$ cat src/rtl/dptr_pkg.sv
package dptr_pkg;
  localparam int unsigned BYTE_W = 8;

  // Which SFR location the bus is addressing
  typedef enum logic [1:0] {
    HIT_NONE = 2'd0,
    HIT_SEL  = 2'd1,
    HIT_LO   = 2'd2,
    HIT_HI   = 2'd3
  } sfr_hit_e;
endpackage

$ cat src/rtl/dptr_sfr_decode.sv
module dptr_sfr_decode
  import dptr_pkg::*;
#(
  parameter logic [7:0] ADDR_SEL = 8'hA2,
  parameter logic [7:0] ADDR_LO  = 8'h82,
  parameter logic [7:0] ADDR_HI  = 8'h83
) (
  input  logic [7:0] addr,
  output sfr_hit_e   hit
);
  always_comb begin
    unique case (addr)
      ADDR_SEL: hit = HIT_SEL;
      ADDR_LO:  hit = HIT_LO;
      ADDR_HI:  hit = HIT_HI;
      default:  hit = HIT_NONE;
    endcase
  end
endmodule

$ cat src/rtl/dptr_select_reg.sv
module dptr_select_reg #(
  parameter int unsigned      SEL_W    = 1,
  parameter logic [7:0]       FIXED0_M = 8'h06
) (
  input  logic             clk,
  input  logic             rst_n,
  input  logic             wr,
  input  logic [7:0]       wdata,
  output logic [7:0]       value,
  output logic [SEL_W-1:0] sel
);
  logic [7:0] store_q;

  always_ff @(posedge clk or negedge rst_n) begin
    if (!rst_n)  store_q <= '0;
    else if (wr) store_q <= wdata & ~FIXED0_M;
  end

  assign value = store_q & ~FIXED0_M;
  assign sel   = store_q[SEL_W-1:0];
endmodule

$ cat src/rtl/dptr_pointer.sv
module dptr_pointer #(
  parameter int unsigned PTR_W = 16
) (
  input  logic             clk,
  input  logic             rst_n,
  input  logic             active,
  input  logic             wr_lo,
  input  logic             wr_hi,
  input  logic [7:0]       wdata,
  input  logic             load,
  input  logic [PTR_W-1:0] load_val,
  input  logic             inc,
  output logic [PTR_W-1:0] q
);
  localparam int unsigned HI_LSB = PTR_W - 8;

  logic [PTR_W-1:0] nxt;

  always_comb begin
    nxt = q;
    if (active) begin
      if (wr_lo || wr_hi) begin
        if (wr_lo) nxt[7:0]            = wdata;
        if (wr_hi) nxt[PTR_W-1:HI_LSB] = wdata;
      end else if (load) begin
        nxt = load_val;
      end else if (inc) begin
        nxt = q + {{(PTR_W-1){1'b0}}, 1'b1};
      end
    end
  end

  always_ff @(posedge clk or negedge rst_n) begin
    if (!rst_n) q <= '0;
    else        q <= nxt;
  end
endmodule

$ cat src/rtl/dptr_unit.sv
module dptr_unit
  import dptr_pkg::*;
#(
  parameter int unsigned NUM_PTR  = 2,
  parameter int unsigned PTR_W    = 16,
  parameter logic [7:0]  ADDR_SEL = 8'hA2,
  parameter logic [7:0]  ADDR_LO  = 8'h82,
  parameter logic [7:0]  ADDR_HI  = 8'h83
) (
  input  logic             clk,
  input  logic             rst_n,
  input  logic [7:0]       sfr_addr,
  input  logic             sfr_we,
  input  logic [7:0]       sfr_wdata,
  output logic [7:0]       sfr_rdata,
  input  logic             ptr_inc,
  input  logic             ptr_load,
  input  logic [15:0]      ptr_load_val,
  output logic [15:0]      ptr_addr
);
  localparam int unsigned SEL_W  = (NUM_PTR > 1) ? $clog2(NUM_PTR) : 1;
  localparam int unsigned HI_LSB = PTR_W - BYTE_W;

  sfr_hit_e         hit;
  logic [7:0]       sel_value;
  logic [SEL_W-1:0] sel;
  logic [PTR_W-1:0] ptr_q [NUM_PTR];
  logic [PTR_W-1:0] act_q;

  dptr_sfr_decode #(
    .ADDR_SEL(ADDR_SEL), .ADDR_LO(ADDR_LO), .ADDR_HI(ADDR_HI)
  ) u_dec (
    .addr(sfr_addr), .hit(hit)
  );

  dptr_select_reg #(.SEL_W(SEL_W)) u_sel (
    .clk(clk), .rst_n(rst_n),
    .wr(sfr_we && hit == HIT_SEL),
    .wdata(sfr_wdata),
    .value(sel_value), .sel(sel)
  );

  for (genvar g = 0; g < NUM_PTR; g++) begin : g_ptr
    dptr_pointer #(.PTR_W(PTR_W)) u_ptr (
      .clk(clk), .rst_n(rst_n),
      .active(sel == SEL_W'(g)),
      .wr_lo(sfr_we && hit == HIT_LO),
      .wr_hi(sfr_we && hit == HIT_HI),
      .wdata(sfr_wdata),
      .load(ptr_load),
      .load_val(ptr_load_val[PTR_W-1:0]),
      .inc(ptr_inc),
      .q(ptr_q[g])
    );
  end

  assign act_q    = ptr_q[sel];
  assign ptr_addr = act_q;

  always_comb begin
    unique case (hit)
      HIT_SEL: sfr_rdata = sel_value;
      HIT_LO:  sfr_rdata = act_q[7:0];
      HIT_HI:  sfr_rdata = act_q[PTR_W-1:HI_LSB];
      default: sfr_rdata = 8'h00;
    endcase
  end
endmodule

$ cat config.mk
export PLATFORM = sky130hd
export DESIGN_NAME = dptr_unit
export DESIGN_NICKNAME = d
export VERILOG_FILES = /design/src/rtl/dptr_pkg.sv /design/src/rtl/dptr_sfr_decode.sv /design/src/rtl/dptr_select_reg.sv /design/src/rtl/dptr_pointer.sv /design/src/rtl/dptr_unit.sv
export SDC_FILE = /design/constraint.sdc
export NUM_CORES = 1
export LEC_CHECK = 0
export ABC_AREA = 1
export BUFFER_PORTS_ARGS = -buffer_cell sky130_fd_sc_hd__buf_4
export CORE_UTILIZATION = 40
export DETAILED_ROUTE_END_ITERATION = 8
export HOLD_SLACK_MARGIN = 0.15
export MAX_ROUTING_LAYER = met4
export SLEW_MARGIN = 20
export SYNTH_ARGS = -nofsm -noshare
export SYNTH_HDL_FRONTEND = slang
export SYNTH_HIERARCHICAL = 1
export SYNTH_SLANG_ARGS = --single-unit
export TNS_END_PERCENT = 100
$ cat constraint.sdc
create_clock -name clk -period 4.3 [get_ports clk]
set_input_delay 0.645 -clock clk [delete_from_list [all_inputs] [get_ports clk]]
set_output_delay 0.645 -clock clk [all_outputs]
set_load 0.005 [all_outputs]
==> impl_results.md <==
- Max clock buf depth: 2
- Final total negative setup slack: 0 ns
- FF-to-FF End: g_ptr[1].u_ptr/q[9]
- Area growth from synthesis to final layout: 15.41%
- Highest cell delay on the worst timing path: 0.91 ns
- Pwr Density: 379.9 nW/um^2
- Cells along the critical path: inv_8, nand2_1, nand2_1, nand2_1, nand3_1, buf_4
- Syn Inst Count: 581
- Number of rows created at floorplan: 33
- Count of flip-flops with a built-in enable after synthesis: 0
- Number of fillers in the final layout: 940
- Path depth of the worst reg2reg path: 3
- Post-route ant nets: 0
- TritonCTS clock tree: built
- Kind of start point of the critical path: flip-flop
- Half-perimeter wire length after detailed placement: 8995 microns
- Count of cell types in the netlist: 29
- Hold Worst Slack: 0.3349 ns
- Worst endpoint required time: 3.65 ns
- Area of the die: 9252 sq um
- Drt wl/cell: 15.87 microns
- Via density per instance: 5.218
- Number of DRC markers in iteration 0: 264
- Number of inserted diodes: 0
- Final worst path period share: 59.68%
- Number of CTS-inserted buffers: 5
- Later-pin clock latency in the skew report: 0.30 ns
- CTS resizes: 0
- Kind of end point of the critical path: primary output
- Max-slew violation count: 0
- Initial Util: 42.33%
- Largest net degree at the start of global routing: 39
- Post-CTS Setup Bufs: 0
- Post-placement setup slack: 1.584 ns
- Number of hold violations in the final report: 0
- Sinks on the clock net: 38
- Slew of the pin with the lowest slew margin: 0.8661 ns
- Floorplan core area: 8382 sq um
- Type of the most critical hold path: in2async
- Number of nets in the finished design: 671
- Number of top-level design ports: 61
- Top cell by count, worst path: nand2_1
- Portion of total power attributed to the clock network: 17.3%
- Worst-path clk slew: 0.08 ns
- Via total after detailed routing: 3,851
- Yosys warns: 6
- Max H-tree Level: 2
- PnR worst setup slack: 1.734 ns
- Number of global-route vias before repair: 3,576
- Post-layout minimum cycle time: 2.566 ns
- Die width: 96.19 microns
- Most common flop cell mapped by yosys: dfrtp_1
- Critical-path top delay cell: dfrtp_1
- Number of remaining DRC errors: 0
- Register share of total power: 39.2%
- Count of max-cap constraint violations: 0
- Slew HR: 42.26%
- Final wirelength: 11,710 microns
- Total global routing overflow: 0
- Register-to-register setup slack: 2.42 ns
- Summed instance area of the synthesized netlist: 3548 sq um
- IO buf count: 60
- Yosys top cell area share: 26.80%
- Net switching fraction of the power: 45.36%
- Most repeated cell in the gate-level netlist after synthesis: nand2_1
- Largest fanout on the critical path: 21
- Final setup violation count: 0
- Synth top area cells: dfrtp_1 27%, nand2_1 19%, nor2_1 11%, inv_1 5.3%, nand3_1 5.2%
- Layout cell share with drive strength beyond 1: 21.33%
- Global-route wire length before repair: 18,280 microns
- Worst clock skew on the final layout: 0.008817 ns
- Dominant cell type by area after synthesis: dfrtp_1
- Final RePlAce weighted congestion: 0.9243
- CTS Hold Buffers Added: 0
- Post-synth top cells: 177 x nand2_1, 108 x nor2_1, 50 x inv_1
- Total leakage power: 2.185 nW
- Number of search-and-repair iterations in the first detailed-routing pass: 4
- Instance area after placement: 4004 sq um
- RSZ-0062 raised after global routing: no
- Beginning of the worst register-to-register path: u_sel/store_q[0]
- VDD IR max: 0.2066 mV
- Mean instance size in the synthesized netlist: 6.107 sq um
- Sequential area share after synthesis: 26.80%
- Root buffer selected by CTS: clkbuf_8
- Post-synthesis sequential element count: 38
- GRT Util Overall: 27.20%
- Run status: completed
- Gate power share: 43.5%
- Arrival time of the worst setup path: 1.92 ns
- Number of antenna violations at the first check in global routing: 0
- Asr flop ratio synth: 100.0%
- NetSw: 0.0007057 W
- Overall die height: 96.19 microns
- FMAX: 389.7 MHz
- Internal power: 0.0008501 W
- Category of the most critical setup path: reg2out
- Layout Cell Area excl Fill: 4095 sq um
area by class of cell:
| class | count | area, sq um | area share (%) |
|---|---|---|---|
| clock buffer | 7 | 86.33 | 2.108 |
| clock inverter | 1 | 5.005 | 0.1222 |
| inverter | 60 | 232.7 | 5.683 |
| multi-input combinational | 466 | 2231 | 54.48 |
| sequential | 38 | 950.9 | 23.22 |
| tap | 105 | 131.4 | 3.208 |
| timing repair buffer | 61 | 457.9 | 11.18 |
stage by stage:
stage | cells | power (W) | util, %
global placement | 730 | 0.001272 | 47.77
finish | 738 | 0.001556 | 48.86
CTS | 738 | 0.001558 | 48.86
floorplan | 582 | 0.001057 | -
global route | 738 | 0.001680 | 48.86
detailed placement | 730 | 0.001286 | 47.77
worst max path at each step:
stage / from / slack (ns) / endpoint
floorplan: sfr_addr[3] / 1.69 / g_ptr[1].u_ptr/q[7]
detailed placement: sfr_addr[3] / 1.58 / g_ptr[1].u_ptr/q[5]
global route: u_sel/store_q[0] / 1.60 / sfr_rdata[7]
finish: u_sel/store_q[0] / 1.73 / sfr_rdata[0]
global placement: sfr_addr[3] / 1.60 / g_ptr[1].u_ptr/q[5]
CTS: sfr_addr[3] / 1.73 / sfr_rdata[6]
layout by cell type (no fill, tap or decap):
master     Yosys  layout
dfrtp_1       38      38
nor2_2        14      14
nand2_2       22      22
inv_8          1       1
nand4_1        6       6
nor2_1       108     108
a21oi_2        4       4
o21ai_0       22      22
nand2_1      177     177
a22oi_2        6       6
clkinv_2       0       1
nor2_4         5       5
nand3_2        6       6
a21oi_1       16      16
xnor2_1        1       1
ha_1           2       2
clkbuf_8       0       6
conb_1         1       2
o21ai_1       12      12
a21boi_1      16      16
or2_0          2       2
nand3_1       37      37
a2bb2oi_1      2       2
buf_4          3      61
xor2_1         4       4
clkbuf_1       0       1
inv_1         50      50
nor3_1         2       2
inv_2          9       9
power by group through the flow:
| stage | registers (W) | logic [W] | clock network (W) |
|---|---|---|---|
| 3_5_place_dp | 0.000616 | 0.000670 | 0 |
| 5_1_grt | 0.000627 | 0.000767 | 0.000286 |
| 2_1_floorplan | 0.000559 | 0.000498 | 0 |
| 3_3_place_gp | 0.000615 | 0.000657 | 0 |
| 6_report | 0.000610 | 0.000677 | 0.000269 |
| 4_1_cts | 0.000609 | 0.000673 | 0.000276 |
routing by layer:
layer,vias to the layer above,wire (microns),track usage [%]
met5,-,0,-
met4,0,95,4.851
met3,7,726,2.765
met2,137,5461,44.92
met1,1783,5429,36.36
li1,1924,-,-
worst max-delay path: cells and delay by family, from the launching register on:
kind                   cells  cell delay (ns)
buffers and inverters      2             0.31
DFF                        1             0.91
and+or+nand+nor            4             0.39
flip-flops by register name, indices dropped and copies added, names as in the netlist:
signal and cells:
g_ptr.u_ptr/q 32, u_sel/store_q 6
kinds of logic after synthesis:
kind of cell    count (synthesis)  synth area share (%)
flops                          38                 26.80
fa+ha+maj                       2                0.7051
buf+inv                        78                 10.44
other cells                     1                0.1057
xor+xnor                        5                 1.234
simple gates                  379                 46.69
compound gates                 78                 14.03
No activity file was read; power rests on OpenSTA's default activity.
